### config.mk
export PLATFORM = sky130hd
export DESIGN_NAME = sram_loader_port
export DESIGN_NICKNAME = d
export VERILOG_FILES = /design/src/rtl/sram_loader_pkg.sv /design/src/rtl/loader_addr_ctr.sv /design/src/rtl/loader_seq.sv /design/src/rtl/loader_datapath.sv /design/src/rtl/sram_loader_port.sv
export SDC_FILE = /design/constraint.sdc
export NUM_CORES = 1
export LEC_CHECK = 0
export ABC_CLOCK_PERIOD_IN_PS = 4900
export CAP_MARGIN = 20
export CORE_ASPECT_RATIO = 1.2
export CORE_UTILIZATION = 35
export CTS_BUF_LIST = sky130_fd_sc_hd__clkbuf_4
export CTS_CLUSTER_SIZE = 24
export DETAILED_ROUTE_END_ITERATION = 8
export PLACE_DENSITY = 0.77
export SYNTH_ARGS = -nofsm -noshare
export SYNTH_HDL_FRONTEND = slang
export SYNTH_HIERARCHICAL = 1
export SYNTH_SLANG_ARGS = --single-unit
export TNS_END_PERCENT = 50
### constraint.sdc
create_clock -name clk -period 4.9 [get_ports clk]
set_input_delay 1.47 -clock clk [delete_from_list [all_inputs] [get_ports clk]]
set_output_delay 1.47 -clock clk [all_outputs]
set_load 0.01 [all_outputs]
### src/rtl/sram_loader_pkg.sv
// Shared types for the SRAM loader port.
// Assumes a two-bit register select where bit 1 marks a data register
// and bit 0 picks the data half (or the address half).
package sram_loader_pkg;

    typedef enum logic [2:0] {
        ST_IDLE    = 3'd0,
        ST_WSETUP  = 3'd1,
        ST_WSTROBE = 3'd2,
        ST_WHOLD   = 3'd3,
        ST_RADDR   = 3'd4,
        ST_RSAMPLE = 3'd5
    } ld_state_t;

    typedef enum logic [1:0] {
        SEL_ADDR_HI = 2'd0,
        SEL_ADDR_LO = 2'd1,
        SEL_DATA_LO = 2'd2,
        SEL_DATA_HI = 2'd3
    } ld_sel_t;

endpackage

### src/rtl/loader_addr_ctr.sv
// Address register pair and auto-increment counter.
// Assumes ADDR_W > WORD_W. The upper part is held until the lower part
// is written; only then is the whole counter loaded.
module loader_addr_ctr #(
    parameter int ADDR_W = 19,
    parameter int WORD_W = 16
) (
    input  logic              clk,
    input  logic              rst_n,
    input  logic              hi_load,
    input  logic              lo_load,
    input  logic              advance,
    input  logic [WORD_W-1:0] wdata,
    output logic [ADDR_W-1:0] addr
);
    localparam int HI_W = ADDR_W - WORD_W;

    logic [HI_W-1:0]   hi_q;
    logic [ADDR_W-1:0] cnt_q;

    // Hold the upper address bits written by software.
    always_ff @(posedge clk) begin
        if (!rst_n)       hi_q <= '0;
        else if (hi_load) hi_q <= wdata[HI_W-1:0];
    end

    // Load the counter on a lower-address write, else step it after an access.
    always_ff @(posedge clk) begin
        if (!rst_n)       cnt_q <= '0;
        else if (lo_load) cnt_q <= {hi_q, wdata};
        else if (advance) cnt_q <= cnt_q + ADDR_W'(1);
    end

    assign addr = cnt_q;

    // an upper-address write alone leaves the counter where it was.
    a_r9_hi_no_move: assert property (@(posedge clk) disable iff (!rst_n)
        (hi_load && !lo_load && !advance) |=> $stable(addr));

endmodule

### src/rtl/loader_seq.sv
// Access sequencer: runs one SRAM write (setup, strobe, hold) or one
// SRAM read (address, sample) per accepted request. Strobes are
// registered from the next state so they leave the block glitch free.
// Assumes start_wr and start_rd are only raised while idle.
module loader_seq
    import sram_loader_pkg::*;
(
    input  logic clk,
    input  logic rst_n,
    input  logic start_wr,
    input  logic start_rd,
    output logic busy,
    output logic ce_n,
    output logic oe_n,
    output logic we_pulse,
    output logic wr_active,
    output logic advance,
    output logic capture
);
    ld_state_t state_q, state_nxt;

    // Next-state choice for the access sequence.
    always_comb begin
        state_nxt = state_q;
        unique case (state_q)
            ST_IDLE: begin
                if (start_wr)      state_nxt = ST_WSETUP;
                else if (start_rd) state_nxt = ST_RADDR;
            end
            ST_WSETUP:  state_nxt = ST_WSTROBE;
            ST_WSTROBE: state_nxt = ST_WHOLD;
            ST_WHOLD:   state_nxt = ST_IDLE;
            ST_RADDR:   state_nxt = ST_RSAMPLE;
            ST_RSAMPLE: state_nxt = ST_IDLE;
            default:    state_nxt = ST_IDLE;
        endcase
    end

    // State register.
    always_ff @(posedge clk) begin
        if (!rst_n) state_q <= ST_IDLE;
        else        state_q <= state_nxt;
    end

    // Registered SRAM strobes decoded from the coming state.
    always_ff @(posedge clk) begin
        if (!rst_n) begin
            ce_n      <= 1'b1;
            oe_n      <= 1'b1;
            we_pulse  <= 1'b0;
            wr_active <= 1'b0;
        end else begin
            ce_n      <= (state_nxt == ST_IDLE);
            oe_n      <= !((state_nxt == ST_RADDR) || (state_nxt == ST_RSAMPLE));
            we_pulse  <= (state_nxt == ST_WSTROBE);
            wr_active <= (state_nxt == ST_WSETUP) || (state_nxt == ST_WSTROBE)
                         || (state_nxt == ST_WHOLD);
        end
    end

    assign busy    = (state_q != ST_IDLE);
    assign advance = (state_q == ST_WHOLD) || (state_q == ST_RSAMPLE);
    assign capture = (state_q == ST_RSAMPLE);

    // a write strobe never lasts longer than one cycle.
    a_r4_strobe_single: assert property (@(posedge clk) disable iff (!rst_n)
        we_pulse |=> !we_pulse);

    // the strobe only occurs inside an enabled chip cycle.
    a_r4_strobe_in_ce: assert property (@(posedge clk) disable iff (!rst_n)
        we_pulse |-> !ce_n);

    // an accepted read keeps the output enable low for the next cycle too.
    a_r6_oe_two_cycles: assert property (@(posedge clk) disable iff (!rst_n)
        (!busy && start_rd) |=> (!oe_n && !ce_n));

endmodule

### src/rtl/loader_datapath.sv
// Data path: latches the write word and the selected half at request
// time, places the word on every half of the SRAM bus, gates the
// per-half write enables and captures the selected half on a read.
module loader_datapath #(
    parameter int WORD_W = 16,
    parameter int LANES  = 2
) (
    input  logic                    clk,
    input  logic                    rst_n,
    input  logic                    start_any,
    input  logic                    start_wr,
    input  logic [$clog2(LANES)-1:0] lane_sel,
    input  logic [WORD_W-1:0]       wdata,
    input  logic                    we_pulse,
    input  logic                    wr_active,
    input  logic                    capture,
    input  logic [LANES*WORD_W-1:0] mem_rdata,
    output logic [LANES*WORD_W-1:0] mem_wdata,
    output logic                    mem_wdata_oe,
    output logic [LANES-1:0]        we_n,
    output logic [WORD_W-1:0]       rdata,
    output logic                    rvalid
);
    localparam int LANE_W = $clog2(LANES);

    logic [LANE_W-1:0] lane_q;
    logic [WORD_W-1:0] data_q;

    // Remember which half the current access targets.
    always_ff @(posedge clk) begin
        if (!rst_n)         lane_q <= '0;
        else if (start_any) lane_q <= lane_sel;
    end

    // Hold the write word for the whole write cycle.
    always_ff @(posedge clk) begin
        if (!rst_n)        data_q <= '0;
        else if (start_wr) data_q <= wdata;
    end

    // One write enable and one data copy per half.
    for (genvar g = 0; g < LANES; g++) begin : g_lane
        assign we_n[g] = !(we_pulse && (lane_q == LANE_W'(g)));
        assign mem_wdata[g*WORD_W +: WORD_W] = data_q;
    end

    assign mem_wdata_oe = wr_active;

    // Capture the selected half at the end of the sample cycle.
    always_ff @(posedge clk) begin
        if (!rst_n) begin
            rdata  <= '0;
            rvalid <= 1'b0;
        end else begin
            rvalid <= capture;
            if (capture) rdata <= mem_rdata[lane_q*WORD_W +: WORD_W];
        end
    end

    // at most one half is written by any strobe.
    a_r4_one_half: assert property (@(posedge clk) disable iff (!rst_n)
        $countones(~we_n) <= 1);

    // read data is flagged valid for a single cycle per read.
    a_r6_rvalid_pulse: assert property (@(posedge clk) disable iff (!rst_n)
        rvalid |=> !rvalid);

endmodule

### src/rtl/sram_loader_port.sv
// Top of the SRAM loader port. Decodes the register select, accepts a
// request only while idle, and ties the address counter, sequencer and
// data path together. The SRAM is two 16-bit halves wide.
module sram_loader_port
    import sram_loader_pkg::*;
#(
    parameter int ADDR_W = 19
) (
    input  logic              clk,
    input  logic              rst_n,
    input  logic              reg_wr,
    input  logic              reg_rd,
    input  logic [1:0]        reg_sel,
    input  logic [15:0]       reg_wdata,
    output logic [15:0]       reg_rdata,
    output logic              reg_rvalid,
    output logic              busy,
    output logic [ADDR_W-1:0] sram_addr,
    output logic [31:0]       sram_wdata,
    output logic              sram_wdata_oe,
    input  logic [31:0]       sram_rdata,
    output logic              sram_ce_n,
    output logic              sram_oe_n,
    output logic              sram_we_lo_n,
    output logic              sram_we_hi_n
);
    localparam int WORD_W = 16;
    localparam int LANES  = 2;

    logic       idle, is_data;
    logic       start_wr, start_rd, hi_load, lo_load;
    logic       we_pulse, wr_active, advance, capture;
    logic [1:0] we_n;

    // Request acceptance: every request is dropped while an access runs.
    assign idle     = !busy;
    assign is_data  = reg_sel[1];
    assign start_wr = idle && reg_wr && is_data;
    assign start_rd = idle && reg_rd && is_data && !reg_wr;
    assign hi_load  = idle && reg_wr && (reg_sel == SEL_ADDR_HI);
    assign lo_load  = idle && reg_wr && (reg_sel == SEL_ADDR_LO);

    loader_addr_ctr #(.ADDR_W(ADDR_W), .WORD_W(WORD_W)) u_addr (
        .clk     (clk),
        .rst_n   (rst_n),
        .hi_load (hi_load),
        .lo_load (lo_load),
        .advance (advance),
        .wdata   (reg_wdata),
        .addr    (sram_addr)
    );

    loader_seq u_seq (
        .clk       (clk),
        .rst_n     (rst_n),
        .start_wr  (start_wr),
        .start_rd  (start_rd),
        .busy      (busy),
        .ce_n      (sram_ce_n),
        .oe_n      (sram_oe_n),
        .we_pulse  (we_pulse),
        .wr_active (wr_active),
        .advance   (advance),
        .capture   (capture)
    );

    loader_datapath #(.WORD_W(WORD_W), .LANES(LANES)) u_dp (
        .clk          (clk),
        .rst_n        (rst_n),
        .start_any    (start_wr || start_rd),
        .start_wr     (start_wr),
        .lane_sel     (reg_sel[0]),
        .wdata        (reg_wdata),
        .we_pulse     (we_pulse),
        .wr_active    (wr_active),
        .capture      (capture),
        .mem_rdata    (sram_rdata),
        .mem_wdata    (sram_wdata),
        .mem_wdata_oe (sram_wdata_oe),
        .we_n         (we_n),
        .rdata        (reg_rdata),
        .rvalid       (reg_rvalid)
    );

    assign sram_we_lo_n = we_n[0];
    assign sram_we_hi_n = we_n[1];

    // address and data hold still into the strobe cycle.
    a_r5_stable_into: assert property (@(posedge clk) disable iff (!rst_n)
        (!sram_we_lo_n || !sram_we_hi_n) |-> ($stable(sram_addr) && $stable(sram_wdata)));

    // and for one cycle after it.
    a_r5_stable_after: assert property (@(posedge clk) disable iff (!rst_n)
        (!sram_we_lo_n || !sram_we_hi_n) |=> ($stable(sram_addr) && $stable(sram_wdata)));

    // never read and write the SRAM at once.
    a_r7_no_oe_on_we: assert property (@(posedge clk) disable iff (!rst_n)
        (!sram_we_lo_n || !sram_we_hi_n) |-> sram_oe_n);

    // the end of an access moves the address on by exactly one.
    a_r3_step_one: assert property (@(posedge clk) disable iff (!rst_n)
        advance |=> (sram_addr == $past(sram_addr) + ADDR_W'(1)));

    // valid read data arrives three edges after the accepted request.
    a_r6_latency: assert property (@(posedge clk) disable iff (!rst_n)
        reg_rvalid |-> $past(start_rd, 3));

    // nothing starts while busy, so chip enable stays low until idle.
    a_r8_busy_ce: assert property (@(posedge clk) disable iff (!rst_n)
        busy |-> !sram_ce_n);

endmodule

==> results of run 1 <==
-- synth_stat cells (2+ instances only) --
cell type	count	share of area
a21oi_1	28	0.047
and2_1	5	0.010
and4_1	2	0.0059
and4bb_2	2	0.0084
buf_2	5	0.0084
buf_4	18	0.045
buf_6	3	0.011
clkbuf_1	8	0.010
dfxtp_1	63	0.42
inv_1	2	0.0025
mux2i_1	37	0.12
nand2_1	13	0.016
nand2b_1	3	0.0063
nand3_1	6	0.010
nand4_1	4	0.0084
nor2_1	8	0.010
nor2b_1	21	0.044
nor3_1	2	0.0034
nor3_2	3	0.010
nor3b_1	2	0.0050
o211a_1	5	0.017
o21ai_0	25	0.042
o21ai_1	7	0.012
xnor2_1	10	0.029
xor2_1	10	0.029
-- cell type report --
cell class | instances | share of cell area
Clock buffer | 10 | 0.01759
Clock inverter | 6 | 0.01202
Inverter | 2 | 0.001759
Multi-Input combinational cell | 207 | 0.3412
Sequential cell | 63 | 0.2955
Tap cell | 114 | 0.03342
Timing Repair Buffer | 128 | 0.2984
-- flip-flops by register name, indices dropped and copies added, names as in the netlist --
name,flops
u_seq/we_pulse,1
u_seq/oe_n,1
u_dp/rdata,16
u_dp/rvalid,1
u_dp/data_q,16
u_dp/lane_q,1
u_seq/state_q,3
u_seq/ce_n,1
u_addr/addr,19
u_seq/wr_active,1
u_addr/hi_q,3
-- worst max-delay path, stage by stage, from the launching register on --
cell and delay (ns):
dfxtp_1 0.58, or3_4 0.25, clkdlybuf4s50_1 0.55
-- metal layers --
| layer | up-vias | track usage | wire (um) |
|---|---|---|---|
| met4 | 0 | 0.1128 | 232 |
| met5 | - | 0 | 0 |
| met3 | 16 | 0.05765 | 601 |
| met2 | 98 | 0.2863 | 3549 |
| li1 | 1271 | - | - |
| met1 | 1137 | 0.1969 | 3055 |
-- worst paths after layout --
| path | endpoint | slack, ns | from | cells past startpoint |
|---|---|---|---|---|
| setup reg to reg | u_addr/addr[8]$_SDFFE_PN0P_ | 2.65 | u_seq/state_q[0]$_SDFF_PN0_ | 5 |
| hold / removal | u_addr/addr[18]$_SDFFE_PN0P_ | 0.48 | u_addr/hi_q[2]$_SDFFE_PN0P_ | 2 |
| hold reg to reg | u_addr/addr[18]$_SDFFE_PN0P_ | 0.48 | u_addr/hi_q[2]$_SDFFE_PN0P_ | 2 |
| setup / recovery | busy | 1.63 | u_seq/state_q[1]$_SDFF_PN0_ | 2 |
-- power by group through the flow --
stage          Clock [mW]  Combinational, mW  Sequential, mW
4_1_cts             0.351              0.297           0.586
6_report            0.341              0.293           0.586
5_1_grt             0.371              0.318           0.593
3_3_place_gp            0              0.291           0.596
3_5_place_dp            0              0.295           0.598
2_1_floorplan           0              0.165           0.597
-- kinds of logic (layout without fill, tap and decap cells) --
family | after synthesis | count (layout) | share of synthesized area
simple gates | 79 | 79 | 0.1677
mux | 37 | 37 | 0.1241
compound gates | 70 | 70 | 0.1333
flops | 63 | 63 | 0.4226
xor+xnor | 20 | 20 | 0.05870
fa+ha+maj | 1 | 1 | 0.004192
buf+inv | 38 | 146 | 0.08931
-- per-stage QoR --
stage | setup slack [ns] | cell area (um^2) | utilization | hold slack (ns)
detailed placement | 1.489 | 4141 | 0.5052 | 0.4708
global placement | 1.602 | 4141 | 0.5052 | 0.4676
finish | 1.629 | 4268 | 0.5206 | 0.4849
CTS | 1.600 | 4268 | 0.5206 | 0.4844
global route | 1.525 | 4268 | 0.5206 | 0.5225
floorplan | 2.483 | 2984 | - | 0.4362
==> run_results.csv, run 1 <==
group,metric,value,unit
routing,vias_per_cell,4.758,
global_routing,grt_max_degree,63,
power,comb_power_share,0.240,
yosys,post_synth_instance_area,2984,um^2
timing,min_period_over_period,0.6676,
cts,cts_setup_buffers,0,
power,internal_power,0.8770,mW
cts,clock_sinks,63,
power,power_frac_clock,0.280,
timing,min_period,3.271,ns
final_layout,final_common_cell,"clkdlybuf4s50_1",
timing,rsz0062_at_grt,"no",
routing,drc,0,
final_layout,drive_above_1_share,0.06731,
placed_design,portBuffers,127,
floorplanning,ios,128,
flow_run,drv_cap,0,
final_layout,num_antenna_cells,0,
global_routing,grt_pass1_wl,11870,um
setup_path,cp_data_arrival_time,1.80,ns
setup_path,crit_fanout,12,
yosys,seq_area_frac_synth,0.4226,
timing,finalSetupViolCount,0,
setup_path,critical_path_required,3.43,ns
yosys,async_flop_share,0,
placed_design,place_congestion,0.7733,
cts,cts_buffers,9,
power,power,1.220,mW
floorplanning,core,8198,um^2
final_layout,fill_cells,789,
floorplanning,dieHeight,103.2,um
run_status,status,"complete, no violations",
floorplanning,die_area,8901,um^2
final_layout,multi_input_area,1456,um^2
worst_hold_path,hp-class,"flip-flop to flip-flop",
final_layout,regArea,1261,um^2
global_routing,antenna_found_initial,0,
yosys,avgSynthCellArea,9.689,um^2
cts,cts_resized,0,
power,p_leak,1.514,nW
routing,wirelength,7439,um
power,p_seq_frac,0.480,
routing,num_vias,2522,
routing,antenna_left,0,
cts,htreeDepth,3,
power,swShare,0.2814,
final_layout,instances_no_fill,530,
timing,report.final.slew_viol_count,0,
routing,wl_per_cell,14.04,um
global_routing,grt_usage,0.1751,
timing,fmax,0.3057,GHz
setup_path,endpoint_kind,"primary output",
power,p_per_area,286.0,nW/um^2
cts,cts_tree,"done",
yosys,synth_cells,308,
timing,worst_slew_pin_slew,1.030,ns
yosys,synth_edf_count,0,
power,p_switching,0.3435,mW
yosys,yosysWarningCount,6,
placed_design,dpl.hpwl,5462,um
setup_path,startpoint_type,"flip-flop",
yosys,ys.flop_type,"dfxtp_1",
global_routing,overflow,0,
placed_design,place_inst,514,
cts,clock-root-buffer,"clkbuf_4",
floorplanning,fp.dieW,86.29,um
floorplanning,rows,36,
final_layout,final_cell_mix,"126 x clkdlybuf4s50_1, 63 x dfxtp_1, 37 x mux2i_1, 28 x a21oi_1, 25 x o21ai_0",
setup_path,crit_type,"flip-flop to primary output",
cts,clk-insertion-delay-late,0.42,ns
global_routing,grt_pass1_vias,2498,
cts,cts.path.max_buffers,2,
routing,drt_first_pass_iters,4,
power,ir_worst_vdd,186.4,uV
cts,postCtsHoldBufs,0,
yosys,ys_types,41,
timing,finClkSkew,0.01103,ns
routing,first_iter_violations,112,
timing,fin_tns_setup,0,ns
final_layout,syn_to_final_growth,43.02,%
final_layout,fin_nets,466,
timing,finalHoldViolCount,0,
floorplanning,start_util,0.3640,
timing,slew_headroom,0.3136,
cts,clkTransAtPathRegs,0.11,ns
yosys,synth_seq_cells,63,
yosys,syn_nets,363,
Power figures use the tool's default switching activity.
==> run 2: changes to the inputs <==
ABC_CLOCK_PERIOD_IN_PS = 3300   (was 4900)
clock period = 3.3 ns   (was 4.9 ns; I/O delays follow)
==> run 2 against run 1 <==
  * Combinational power up 49%
  * Setup slack worse by 1.1 ns
  * Count of clock-buffer cells in the layout unchanged
  * Flip-flop and latch count unchanged
  * Clock skew up 0.0012 ns
  * Total power up 49%
  * Hold slack better by 0.0068 ns
  * Utilization up 0.26 points
  * Critical path depth unchanged
  * Via count up 0.32%
  * Non-clock buffer count up 3
==> run_results.csv, run 2 (synthesized netlist as in run 1, its figures left out) <==
group,metric,value,unit
final_layout,largest_register_ffs,19,
cts,clkTransAtPathRegs,0.11,ns
cts,cts_setup_buffers,0,
global_routing,grt_max_degree,47,
placed_design,portBuffers,127,
routing,first_iter_violations,81,
power,p_leak,1.524,nW
global_routing,grt_usage,0.1716,
routing,num_vias,2530,
power,ir_worst_vdd,210.6,uV
setup_path,endpoint_kind,"primary output",
worst_hold_path,worstHoldEndpoint,"u_addr/addr[18]$_SDFFE_PN0P_",
routing,vias_per_cell,4.756,
final_layout,stdcell_area,4289,um^2
run_status,status,"complete, no violations",
floorplanning,core,8198,um^2
setup_path,max_stage_delay,0.58,ns
routing,drt_first_pass_iters,4,
setup_path,rr_endpoint,"u_addr/addr[17]$_SDFFE_PN0P_",
timing,rsz0062_at_grt,"no",
global_routing,grt_pass1_vias,2403,
timing,report.final.slew_viol_count,0,
worst_hold_path,worstHoldStart,"u_addr/hi_q[2]$_SDFFE_PN0P_",
floorplanning,rows,36,
cts,clk-insertion-delay-late,0.40,ns
timing,finalHoldViolCount,0,
cts,cts_resized,0,
setup_path,startpoint_type,"flip-flop",
worst_hold_path,whs_path_depth,2,
floorplanning,dieHeight,103.2,um
setup_path,r2r_slack,1.09,ns
floorplanning,ios,128,
timing,slew_headroom,0.3263,
setup_path,crit_fanout,12,
cts,cts_tree,"done",
timing,fmax,0.3607,GHz
setup_path,cp_cell_sequence,"or3_4 -> clkdlybuf4s50_1",
worst_hold_path,hp-class,"flip-flop to flip-flop",
cts,clock-root-buffer,"clkbuf_4",
power,p_per_area,423.4,nW/um^2
global_routing,grt_pass1_wl,11650,um
final_layout,final_common_cell,"clkdlybuf4s50_1",
cts,postCtsHoldBufs,0,
cts,cts_buffers,9,
final_layout,drive_above_1_share,0.07416,
timing,min_period,2.772,ns
floorplanning,fp.dieW,86.29,um
setup_path,critical_path_required,2.31,ns
placed_design,place_ws,0.4080,ns
setup_path,worst_r2r_startpoint,"u_seq/state_q[1]$_SDFF_PN0_",
placed_design,dpl.hpwl,5585,um
global_routing,overflow,0,
timing,finalSetupViolCount,0,
floorplanning,die_area,8901,um^2
timing,min_period_over_period,0.8400,
cts,clock_sinks,63,
setup_path,worst_path_max_delay_cell,"dfxtp_1",
flow_run,drv_cap,0,
timing,fin_tns_setup,0,ns
timing,worst_slew_pin_slew,1.011,ns
setup_path,cp_data_arrival_time,1.78,ns
routing,antenna_left,0,
timing,finClkSkew,0.01223,ns
routing,wl_per_cell,14.22,um
timing,fin_ws,0.5279,ns
floorplanning,start_util,0.3640,
cts,cts.path.max_buffers,2,
final_layout,num_antenna_cells,0,
global_routing,antenna_found_initial,0,
final_layout,final_cell_mix,"126 x clkdlybuf4s50_1, 63 x dfxtp_1, 37 x mux2i_1, 28 x a21oi_1, 25 x o21ai_0",
placed_design,post_dp_cell_area,4164,um^2
final_layout,syn_to_final_growth,43.73,%
routing,wirelength,7565,um
placed_design,place_congestion,0.7715,
final_layout,fin_nets,469,
setup_path,r2r_cells,5,
setup_path,crit_type,"flip-flop to primary output",
cts,htreeDepth,3,
routing,drc,0,
==> run 2: layer usage <==
metal	vias up	track usage	routed length, um
li1	1274	-	-
met1	1157	0.1909	3178
met2	95	0.2979	3728
met3	4	0.07206	608
met5	-	0	0
met4	0	0.05385	49
==> run 2: report_power, final <==
group	switching (mW)	total, mW	internal (mW)	leakage, nW
Sequential	0.0566	0.871	0.814	0.512
Clock	0.277	0.507	0.230	0.0673
Combinational	0.177	0.438	0.261	0.944
==> run 2: worst max-delay path by stage <==
stage                                 from                            to  slack [ns]
3_3_place_gp                    reg_sel[1]  u_addr/addr[10]$_SDFFE_PN0P_        0.49
4_1_cts        u_seq/state_q[1]$_SDFF_PN0_                          busy        0.49
5_1_grt        u_seq/state_q[1]$_SDFF_PN0_                          busy        0.42
6_report       u_seq/state_q[1]$_SDFF_PN0_                          busy        0.53
2_1_floorplan                   reg_sel[1]   u_addr/addr[3]$_SDFFE_PN0P_        1.36
3_5_place_dp                    reg_sel[1]  u_addr/addr[14]$_SDFFE_PN0P_        0.41
==> run 2: critical path: cells and delay by family (launching register included) <==
family,cells,cell delay [ns]
buffers and inverters,1,0.55
flip-flops,1,0.58
AND/OR/NAND/NOR,1,0.25
==> run 2: area by class of cell <==
cell class | instances | area [um^2]
fill | 783 | 3909
inverter | 2 | 7.507
clock inverter | 5 | 50.05
tap | 114 | 142.6
timing repair buffer | 131 | 1296
multi-input combinational | 207 | 1456
clock buffer | 10 | 75.07
sequential | 63 | 1261
==> run 2: stage by stage <==
step	power, mW	std cells	util	hold WS, ns
after global placement	1.322	517	0.5079	0.4710
final	1.816	532	0.5232	0.4917
after CTS	1.837	532	0.5232	0.4981
after global routing	1.909	532	0.5232	0.5276
after detailed placement	1.331	517	0.5079	0.4727
after floorplan	1.131	308	-	0.4362
